`config.mk`:
```
export PLATFORM = sky130hd
export DESIGN_NAME = xr_event_router
export DESIGN_NICKNAME = d
export VERILOG_FILES = /design/src/rtl/xr_pkg.sv /design/src/rtl/xr_route_regs.sv /design/src/rtl/xr_settle_ctl.sv /design/src/rtl/xr_fabric.sv /design/src/rtl/xr_event_router.sv
export SDC_FILE = /design/constraint.sdc
export NUM_CORES = 1
export LEC_CHECK = 0
export ABC_AREA = 1
export BUFFER_PORTS_ARGS = -buffer_cell sky130_fd_sc_hd__buf_2
export CAP_MARGIN = 20
export CORE_AREA = 3 3 204 126
export DETAILED_ROUTE_END_ITERATION = 16
export DIE_AREA = 0 0 207 129
export GPL_TIMING_DRIVEN = 0
export SYNTH_ARGS = -nofsm -noshare
export SYNTH_HDL_FRONTEND = slang
export SYNTH_HIERARCHICAL = 1
export SYNTH_SLANG_ARGS = --single-unit
export TNS_END_PERCENT = 50
```
`constraint.sdc`:
```
create_clock -name clk -period 5.8 [get_ports clk]
set_input_delay 0.58 -clock clk [delete_from_list [all_inputs] [get_ports clk]]
set_output_delay 0.58 -clock clk [all_outputs]
set_load 0.02 [all_outputs]
```
`src/rtl/xr_pkg.sv`:
```
package xr_pkg;
  localparam int HASH_W = 8;
  localparam logic [HASH_W-1:0] HASH_SEED = 8'hA5;

  // one step of the rolling route-map checksum
  function automatic logic [HASH_W-1:0] hash_step(input logic [HASH_W-1:0] h,
                                                  input logic [HASH_W-1:0] pid);
    return {h[HASH_W-2:0], h[HASH_W-1]} ^ pid;
  endfunction
endpackage

```
`src/rtl/xr_route_regs.sv`:
```
module xr_route_regs #(
  parameter int N_IN  = 8,
  parameter int N_OUT = 4,
  parameter int DLY_W = 6,
  localparam int SEL_W = (N_IN  > 1) ? $clog2(N_IN)  : 1,
  localparam int OUT_W = (N_OUT > 1) ? $clog2(N_OUT) : 1
) (
  input  logic                   clk,
  input  logic                   rst_n,
  input  logic                   cfg_we,
  input  logic [OUT_W-1:0]       cfg_out_sel,
  input  logic [SEL_W-1:0]       cfg_src_sel,
  input  logic [DLY_W-1:0]       cfg_dly,
  input  logic                   apply_ok,
  input  logic                   dly_freeze,
  output logic [N_OUT*SEL_W-1:0] act_src,
  output logic [N_OUT*DLY_W-1:0] act_dly
);
  logic [SEL_W-1:0] sh_src [N_OUT];
  logic [DLY_W-1:0] sh_dly [N_OUT];

  always_ff @(posedge clk) begin
    if (!rst_n) begin
      for (int o = 0; o < N_OUT; o++) begin
        sh_src[o]                 <= SEL_W'(o % N_IN);
        sh_dly[o]                 <= '0;
        act_src[o*SEL_W +: SEL_W] <= SEL_W'(o % N_IN);
        act_dly[o*DLY_W +: DLY_W] <= '0;
      end
    end else begin
      for (int o = 0; o < N_OUT; o++) begin
        if (cfg_we && cfg_out_sel == OUT_W'(o)) begin
          sh_src[o] <= cfg_src_sel;
          sh_dly[o] <= cfg_dly;
        end
        if (apply_ok) act_src[o*SEL_W +: SEL_W] <= sh_src[o];
        if (apply_ok && !dly_freeze) act_dly[o*DLY_W +: DLY_W] <= sh_dly[o];
      end
    end
  end

  AST_FREEZE_HOLDS_DLY: assert property (@(posedge clk) disable iff (!rst_n)
    (apply_ok && dly_freeze) |=> $stable(act_dly));
endmodule

```
`src/rtl/xr_settle_ctl.sv`:
```
module xr_settle_ctl #(
  parameter int SETTLE_CYC = 4,
  parameter int SEQ_W      = 8,
  parameter int CNT_W      = 16,
  localparam int CW        = $clog2(SETTLE_CYC + 1)
) (
  input  logic             clk,
  input  logic             rst_n,
  input  logic             apply,
  input  logic             safe_lock,
  output logic             apply_ok,
  output logic             update,
  output logic             lock_q,
  output logic             busy,
  output logic [SEQ_W-1:0] route_seq,
  output logic [CNT_W-1:0] switch_cnt
);
  logic [CW-1:0] cnt;

  assign busy     = (cnt != '0);
  assign apply_ok = apply && !busy;
  assign update   = apply_ok || (safe_lock != lock_q);

  always_ff @(posedge clk) begin
    if (!rst_n) begin
      cnt        <= '0;
      lock_q     <= 1'b0;
      route_seq  <= '0;
      switch_cnt <= '0;
    end else begin
      lock_q <= safe_lock;
      if (update)         cnt <= CW'(SETTLE_CYC);
      else if (cnt != '0) cnt <= cnt - 1'b1;
      if (update)   route_seq  <= route_seq + 1'b1;
      if (apply_ok) switch_cnt <= switch_cnt + 1'b1;
    end
  end

  AST_SETTLE_OPENS: assert property (@(posedge clk) disable iff (!rst_n)
    update |=> busy);
  AST_SEQ_STEP: assert property (@(posedge clk) disable iff (!rst_n)
    update |=> (route_seq == $past(route_seq) + 1'b1));
  AST_BUSY_NO_SWITCH: assert property (@(posedge clk) disable iff (!rst_n)
    busy |=> $stable(switch_cnt));
endmodule

```
`src/rtl/xr_fabric.sv`:
```
module xr_fabric #(
  parameter int N_IN  = 8,
  parameter int N_OUT = 4,
  parameter int CNT_W = 16,
  localparam int SEL_W = (N_IN > 1) ? $clog2(N_IN) : 1
) (
  input  logic                   clk,
  input  logic                   rst_n,
  input  logic [N_IN-1:0]        ev_in,
  input  logic [N_OUT*SEL_W-1:0] act_src,
  input  logic                   lock_q,
  input  logic [N_OUT-1:0]       out_disable,
  input  logic                   quiet,
  output logic [N_OUT*SEL_W-1:0] eff_src,
  output logic [N_OUT-1:0]       ev_out,
  output logic [CNT_W-1:0]       glitch_cnt
);
  logic [N_OUT-1:0] raw;

  for (genvar o = 0; o < N_OUT; o++) begin : g_lane
    logic [SEL_W-1:0] src;
    assign src = lock_q ? SEL_W'(o % N_IN) : act_src[o*SEL_W +: SEL_W];
    assign eff_src[o*SEL_W +: SEL_W] = src;
    assign raw[o] = (32'(src) < N_IN) && ev_in[src] && !out_disable[o];
  end

  always_ff @(posedge clk) begin
    if (!rst_n) begin
      ev_out     <= '0;
      glitch_cnt <= '0;
    end else begin
      ev_out <= quiet ? '0 : raw;
      if (quiet && (raw != '0)) glitch_cnt <= glitch_cnt + 1'b1;
    end
  end

  AST_QUIET_LOW: assert property (@(posedge clk) disable iff (!rst_n)
    quiet |=> (ev_out == '0));
  AST_GLITCH_STEP: assert property (@(posedge clk) disable iff (!rst_n)
    1'b1 |=> ((glitch_cnt - $past(glitch_cnt)) <= CNT_W'(1)));
  AST_DISABLED_LOW: assert property (@(posedge clk) disable iff (!rst_n)
    1'b1 |=> ((ev_out & $past(out_disable)) == '0));
endmodule

```
`src/rtl/xr_event_router.sv`:
```
module xr_event_router
  import xr_pkg::*;
#(
  parameter int N_IN       = 8,
  parameter int N_OUT      = 4,
  parameter int DLY_W      = 6,
  parameter int SETTLE_CYC = 4,
  parameter int SEQ_W      = 8,
  parameter int CNT_W      = 16,
  localparam int SEL_W = (N_IN  > 1) ? $clog2(N_IN)  : 1,
  localparam int OUT_W = (N_OUT > 1) ? $clog2(N_OUT) : 1,
  localparam int PW    = SEL_W + OUT_W
) (
  input  logic                   clk,
  input  logic                   rst_n,
  input  logic [N_IN-1:0]        ev_in,
  input  logic                   cfg_we,
  input  logic [OUT_W-1:0]       cfg_out_sel,
  input  logic [SEL_W-1:0]       cfg_src_sel,
  input  logic [DLY_W-1:0]       cfg_dly,
  input  logic                   apply,
  input  logic                   safe_lock,
  input  logic [N_OUT-1:0]       out_disable,
  input  logic                   dly_freeze,
  output logic [N_OUT-1:0]       ev_out,
  output logic [N_OUT*PW-1:0]    path_id,
  output logic [N_OUT*DLY_W-1:0] dly_code,
  output logic [HASH_W-1:0]      map_hash,
  output logic [SEQ_W-1:0]       route_seq,
  output logic [CNT_W-1:0]       switch_cnt,
  output logic [CNT_W-1:0]       glitch_cnt,
  output logic                   settle_busy
);
  logic                   apply_ok, update, lock_q, busy;
  logic [N_OUT*SEL_W-1:0] act_src, eff_src;

  xr_settle_ctl #(.SETTLE_CYC(SETTLE_CYC), .SEQ_W(SEQ_W), .CNT_W(CNT_W)) u_ctl (
    .clk(clk), .rst_n(rst_n), .apply(apply), .safe_lock(safe_lock),
    .apply_ok(apply_ok), .update(update), .lock_q(lock_q), .busy(busy),
    .route_seq(route_seq), .switch_cnt(switch_cnt));

  xr_route_regs #(.N_IN(N_IN), .N_OUT(N_OUT), .DLY_W(DLY_W)) u_regs (
    .clk(clk), .rst_n(rst_n), .cfg_we(cfg_we), .cfg_out_sel(cfg_out_sel),
    .cfg_src_sel(cfg_src_sel), .cfg_dly(cfg_dly), .apply_ok(apply_ok),
    .dly_freeze(dly_freeze), .act_src(act_src), .act_dly(dly_code));

  xr_fabric #(.N_IN(N_IN), .N_OUT(N_OUT), .CNT_W(CNT_W)) u_fab (
    .clk(clk), .rst_n(rst_n), .ev_in(ev_in), .act_src(act_src), .lock_q(lock_q),
    .out_disable(out_disable), .quiet(update || busy), .eff_src(eff_src),
    .ev_out(ev_out), .glitch_cnt(glitch_cnt));

  assign settle_busy = busy;

  for (genvar o = 0; o < N_OUT; o++) begin : g_pid
    assign path_id[o*PW +: PW] = {eff_src[o*SEL_W +: SEL_W], OUT_W'(o)};
  end

  always_comb begin
    logic [HASH_W-1:0] h, pz;
    h = HASH_SEED;
    for (int o = 0; o < N_OUT; o++) begin
      pz = '0;
      pz[PW-1:0] = path_id[o*PW +: PW];
      h = hash_step(h, pz);
    end
    map_hash = h;
  end

  AST_HASH_FOLLOWS_MAP: assert property (@(posedge clk) disable iff (!rst_n)
    $stable(path_id) |-> $stable(map_hash));
endmodule

```
* Word-level counts from Yosys, hierarchy flattened
Memory sizes are Yosys's and may differ from the RTL's. A register that Yosys moved wholly into a read port is not among the register bits. Index checks and enable logic that the tools add are counted.
Word-level totals: bits in registers 48, memory bits (writable) 36, input port bits 29, output and inout bits 97, word-level logic and storage cells 102, memories kept 2
Memory list:
- u_regs.sh_dly | words 4, bits a word 6, read ports 4, clocked after Yosys merged registers in 4, wr ports 4, line xr_route_regs.sv:20 | logic [DLY_W-1:0] sh_dly [N_OUT];
- u_regs.sh_src | words 4, bits a word 3, read ports 4, clocked after Yosys merged registers in 4, wr ports 4, line xr_route_regs.sv:19 | logic [SEL_W-1:0] sh_src [N_OUT];
Cells by class: $add $sub $neg 4, magnitude comparators 4, equality and inequality tests 4, mux-type cells 35, bitwise operators 13, reductions and logical operators 33
Operators with widths (count):
- adder 16 x 1 -> 16 bit (second input constant) | 2
- 2-to-1 mux 3 bit | 10
- 2-to-1 mux 6 bit | 4
- XOR 8 x 5 -> 8 bit | 3
- 2-to-1 mux 1 bit | 17
- < comparator 3 x 4 -> 1 bit (second input constant) | 4
- zero test 1 bit | 14
- binary-select mux 1 bit (select 3 bit) | 4
- logical AND 1 bit | 11
- adder 8 x 1 -> 8 bit (second input constant) | 1
- bitwise OR 1 bit | 8
- == test 2 bit (second input constant) | 2
- inverter 3 -> 4 bit | 1
- nonzero test 4 bit | 1
- OR reduction 2 bit | 2
- nonzero test 3 bit | 1
- subtractor 3 x 1 -> 3 bit (second input constant) | 1
- == test 2 x 1 -> 1 bit (second input constant) | 1
- zero test 2 bit | 1
- logical OR 1 bit | 2
- nonzero test 2 bit | 1
- inequality test 1 bit | 1
- inverter 1 bit | 1

* Logic depth before layout (Yosys ltp)
depth after elaboration 6, mapped depth 16

* Hierarchy
The synthesis kept the hierarchy.
Modules (own cells, without submodules):
- xr_route_regs | times used 1, cells an instance 308, area each 2906.5 µm², seq. area each 1801.7 µm²
- xr_fabric | times used 1, cells an instance 254, area each 1451.4 µm², seq. area each 400.4 µm²
- xr_settle_ctl | times used 1, cells an instance 199, area each 1413.9 µm², seq. area each 560.5 µm²
- xr_event_router | times used 1, cells an instance 35, area each 191.4 µm², seq. area each 0.0 µm²

* Least setup slack after synthesis
No wires, ideal clock.
path type register -> register, from register u_ctl.cnt[0], to register u_fab.glitch_cnt[13], library setup time 0.115 ns, data arrival time 2.274 ns, required time 5.685 ns, path slack 3.411 ns, stages on the path, launching flop included 15, period minus slack after synthesis 2.389 ns, cell sequence dfxtp_1 -> inv_1 -> ha_1 -> ha_1 -> nand2_4 -> nand3_2 -> buf_6 -> or2_2 -> clkinv_1 -> nor4_1 -> nand4_1 -> nor2_1 -> nand3_1 -> nand2_1 -> nor2_1
Between the ends: word-level cells in the longest chain between the ends 6
RTL lines:
- start: declaration | line xr_settle_ctl.sv:18 | logic [CW-1:0] cnt;
- start signal: assignment | line xr_settle_ctl.sv:32 | if (update) cnt <= CW'(SETTLE_CYC);
- start signal: assignment | line xr_settle_ctl.sv:33 | else if (cnt != '0) cnt <= cnt - 1'b1;
- nonzero test 3 bit | line xr_settle_ctl.sv:20 | assign busy = (cnt != '0);
- zero test 1 bit | line xr_settle_ctl.sv:21 | assign apply_ok = apply && !busy;
- logical AND 1 bit | line xr_settle_ctl.sv:21
- logical OR 1 bit | line xr_settle_ctl.sv:22 | assign update = apply_ok || (safe_lock != lock_q);
- named net update | line xr_event_router.sv:34 | logic apply_ok, update, lock_q, busy;
- logical OR 1 bit | line xr_event_router.sv:49 | .out_disable(out_disable), .quiet(update || busy), .eff_src(eff_src),
- logical AND 1 bit | line xr_fabric.sv:33 | if (quiet && (raw != '0)) glitch_cnt <= glitch_cnt + 1'b1;
- end signal: assignment | line xr_fabric.sv:33
- end: declaration | line xr_fabric.sv:16 | output logic [CNT_W-1:0] glitch_cnt
The timed path passes the listed nets, and every way through them passes these cells. A chain may end at the register's enable or synchronous reset.

* Worst setup path in the final report
from register u_ctl.cnt[0], to register u_fab.glitch_cnt[15]
Same word-level chain as after synthesis.

==> impl_metrics.ini <==
[synth]
synthTopCellsByArea = dfxtp_1 28%, edfxtp_1 18%, nand2_1 11%
synth-compound-area-share_pct = 4.51
yosysUniqueCellTypes = 39
synth_top_family_by_area = simple AND/OR/NAND/NOR gates
yosys.area_share.simple_pct = 35.1
yosys_warnings = 6
syn_inst = 796
synth_fa_ha_area_share_pct = 1.26
yosysTopAreaCell = dfxtp_1
synth_xor_area_share_pct = 0.587
synth-seq-area-share_pct = 46.3
avgSynthCellArea_sq_um = 7.49
syn_area_sq_mm = 0.00596
synthMuxAreaShare_pct = 0
synth_seq_cells = 120
yosysTopAreaCellShare_pct = 28.2

[routing]
drtIter0Drc = 362
routed_via_density = 4.23
drt-total-wl_mm = 16.9
drc_errors = 0
first_pass_iters = 6
final_antenna_net_count = 0
vias = 5384
wl_per_cell_microns = 13.3

[grt]
globalRouteOverflowTotal = 0
first_global_vias = 4844
grt_max_degree = 17
grt_first_pass_wirelength_mm = 26.5
grt_use_total_pct = 12.6
antenna_found_initial = 2

[timing]
fin_skew_ns = 0.0241
slew_headroom_pct = 64.9
fmaxAchievable_ghz = 0.341
fin_crit_sh_pct = 50.5
setup_tns_ns = 0
rsz0062_at_grt = false
setup_viol = 0
worst_pin_slew_ns = 0.526
final_hold_viol_count = 0
fin_crit_ns = 2.93
drv_slew = 0

[floorplan]
ios = 126
dieArea_sq_mm = 0.0267
start_util_pct = 24.8
die_h_microns = 129
fp.dieW_microns = 207
coreArea_sq_mm = 0.0240
std_cell_rows = 44

[place]
dp_hpwl_mm = 12.8
portBuffers = 114
place_inst = 1240
gp_congestion = 0.927

[critical_path]
critical_path_buf_inv_count = 3
worstRegToRegCells = 16
crit_path_end_kind = register
cp_top_family = simple AND/OR/NAND/NOR gates
r2r_setup_slack_ns = 2.87
worst_setup_path_start_kind = register
arrival_ns = 3.24
cp_max_fo = 10
r2r-start = u_ctl/cnt[0]
r2r-end = u_fab/glitch_cnt[15]
slowest_delay_ns = 0.32
cp.required_ns = 6.11
path_depth = 16
cp_slowest_cell = dfxtp_1
crit_path_end = u_fab/glitch_cnt[15]
crit_start = u_ctl/cnt[0]
critPathKind = reg2reg
crit_top_cell = nor2_1
crit_chain = inv_1 -> ha_1 -> ha_1 -> nand2_4 -> nand3_2 -> buf_6 -> or2_2 -> clkinv_1 -> nor2_1 -> nand2_1 -> nor2_1 -> nand3_1 -> nor2_1 -> nand3_1 -> nand2_1 -> nor2_1

[clock_tree]
cts_buffers = 17
clk_path_buf_depth = 2
clkTransAtPathRegs_ns = 0.06
holdBufCountCts = 0
post-cts-setup-buffer-count = 0
clock-sinks = 120
root_buffer = clkbuf_16
clk_latency_ns = 0.42
cts_resized = 0
cts_max_level = 4
cts_tree = built

[run_status]
status = completed

[power]
ir_drop_mv = 0.205
switching_share_pct = 30.9
seqPwrFrac_pct = 39.9
intPower_mw = 1.66
p_switching_mw = 0.743
power_leakage_nw = 3.72
p_per_area_mw_per_mm2 = 319
clock_power_share_pct = 42.6
comb_power_share_pct = 17.5

[finish]
final_cell_mix = 176 x nand2_1, 163 x nor2_1, 118 x buf_2, 108 x inv_1, 84 x dfxtp_1
n_antenna_cell = 0
fillers = 2608
layout-drive-gt1-share_pct = 22.5
final_cells = 1272
post-route-util_pct = 31.4
final_nets = 972
final_common_cell = nand2_1
syn_to_final_growth_pct = 26.3

[hold_path]
hp-class = in2reg
min_path_cells = 3

[run]
drv_cap = 0
[kinds of logic after synthesis]
logic type	Yosys count
AO/OA/AOI/OAI	51
AND/OR/NAND/NOR	463
buffers and inverters	150
XOR/XNOR	4
adder cells (fa/ha/maj)	6
other	2
flip-flops	120
[cells in the mapped netlist]
cell type	instances
edfxtp_1	36
conb_1	2
ha_1	6
a31oi_1	1
dfxtp_1	84
a21o_1	1
nor2_2	2
nand2_1	176
nor3_1	7
nor3b_1	4
or2_2	1
clkinv_1	1
inv_1	108
buf_6	10
o21bai_1	2
nand3b_1	5
nor4_1	2
xnor2_1	2
nand4_2	3
inv_4	2
nand3_2	14
nand3_1	69
clkbuf_1	1
o21ai_1	2
a211oi_1	1
o21ai_0	17
clkbuf_2	1
nor2_4	1
nand2_4	5
o21a_1	1
inv_2	4
nor2_8	2
xor2_1	2
nand2_2	1
buf_2	4
a21oi_1	26
buf_4	19
nand4_1	8
nor2_1	163
[how the worst min path moves through the flow]
stage / from / end
2_1_floorplan: u_regs/act_src[10] / u_regs/act_src[10]
3_3_place_gp: u_regs/sh_src[0][3] / u_regs/act_src[3]
3_5_place_dp: u_regs/sh_src[0][7] / u_regs/act_src[7]
4_1_cts: safe_lock / u_ctl/lock_q
5_1_grt: safe_lock / u_ctl/lock_q
6_report: safe_lock / u_ctl/lock_q
[area by class of cell]
cell class	count	area (sq um)	area share, %
multi-input combinational	534	2510	33.3
clock buffer	18	429	5.70
clock inverter	14	136	1.81
tap	322	403	5.35
sequential	120	2760	36.7
inverter	115	437	5.80
buffer	35	284	3.77
timing repair buffer	114	571	7.57
[registers in the layout, indices dropped and copies added, names as in the netlist]
register and count:
u_regs/act_dly 24, u_regs/sh_dly 24, u_ctl/switch_cnt 16, u_fab/glitch_cnt 16
u_regs/act_src 12, u_regs/sh_src 12, u_ctl/route_seq 8, u_fab/ev_out 4
u_ctl/cnt 3, u_ctl/lock_q 1
[power by group through the flow]
stage	sequential, mW	clock [mW]	combinational (mW)
finish	0.958	1.02	0.421
CTS	0.959	1.06	0.423
floorplan	0.999	0	0.264
detailed placement	0.977	0	0.422
global placement	0.976	0	0.418
global route	0.966	1.09	0.469
[metal layers]
metal	routed length (microns)	vias to the layer above	track usage, %
met5	21	-	0
met4	114	4	2.91
met3	993	13	3.61
met2	6930	158	17.9
met1	8880	2450	18.8
li1	-	2759	-
[per-stage QoR]
stage / hold slack [ns] / power (mW) / cell area, sq um / setup slack, ns
6_report: 0.368 / 2.40 / 7530 / 2.87
5_1_grt: 0.378 / 2.53 / 7530 / 2.59
4_1_cts: 0.355 / 2.44 / 7530 / 2.93
3_5_place_dp: 0.450 / 1.40 / 6970 / 2.95
3_3_place_gp: 0.447 / 1.39 / 6970 / 2.93
2_1_floorplan: 0.430 / 1.26 / 5990 / 3.41
[tightest hold or removal path, stage by stage]
cell and delay (ns):
buf_2 0.09, nand2_1 0.04, inv_1 0.04
Note: power is estimated with default switching activity, not from simulation.
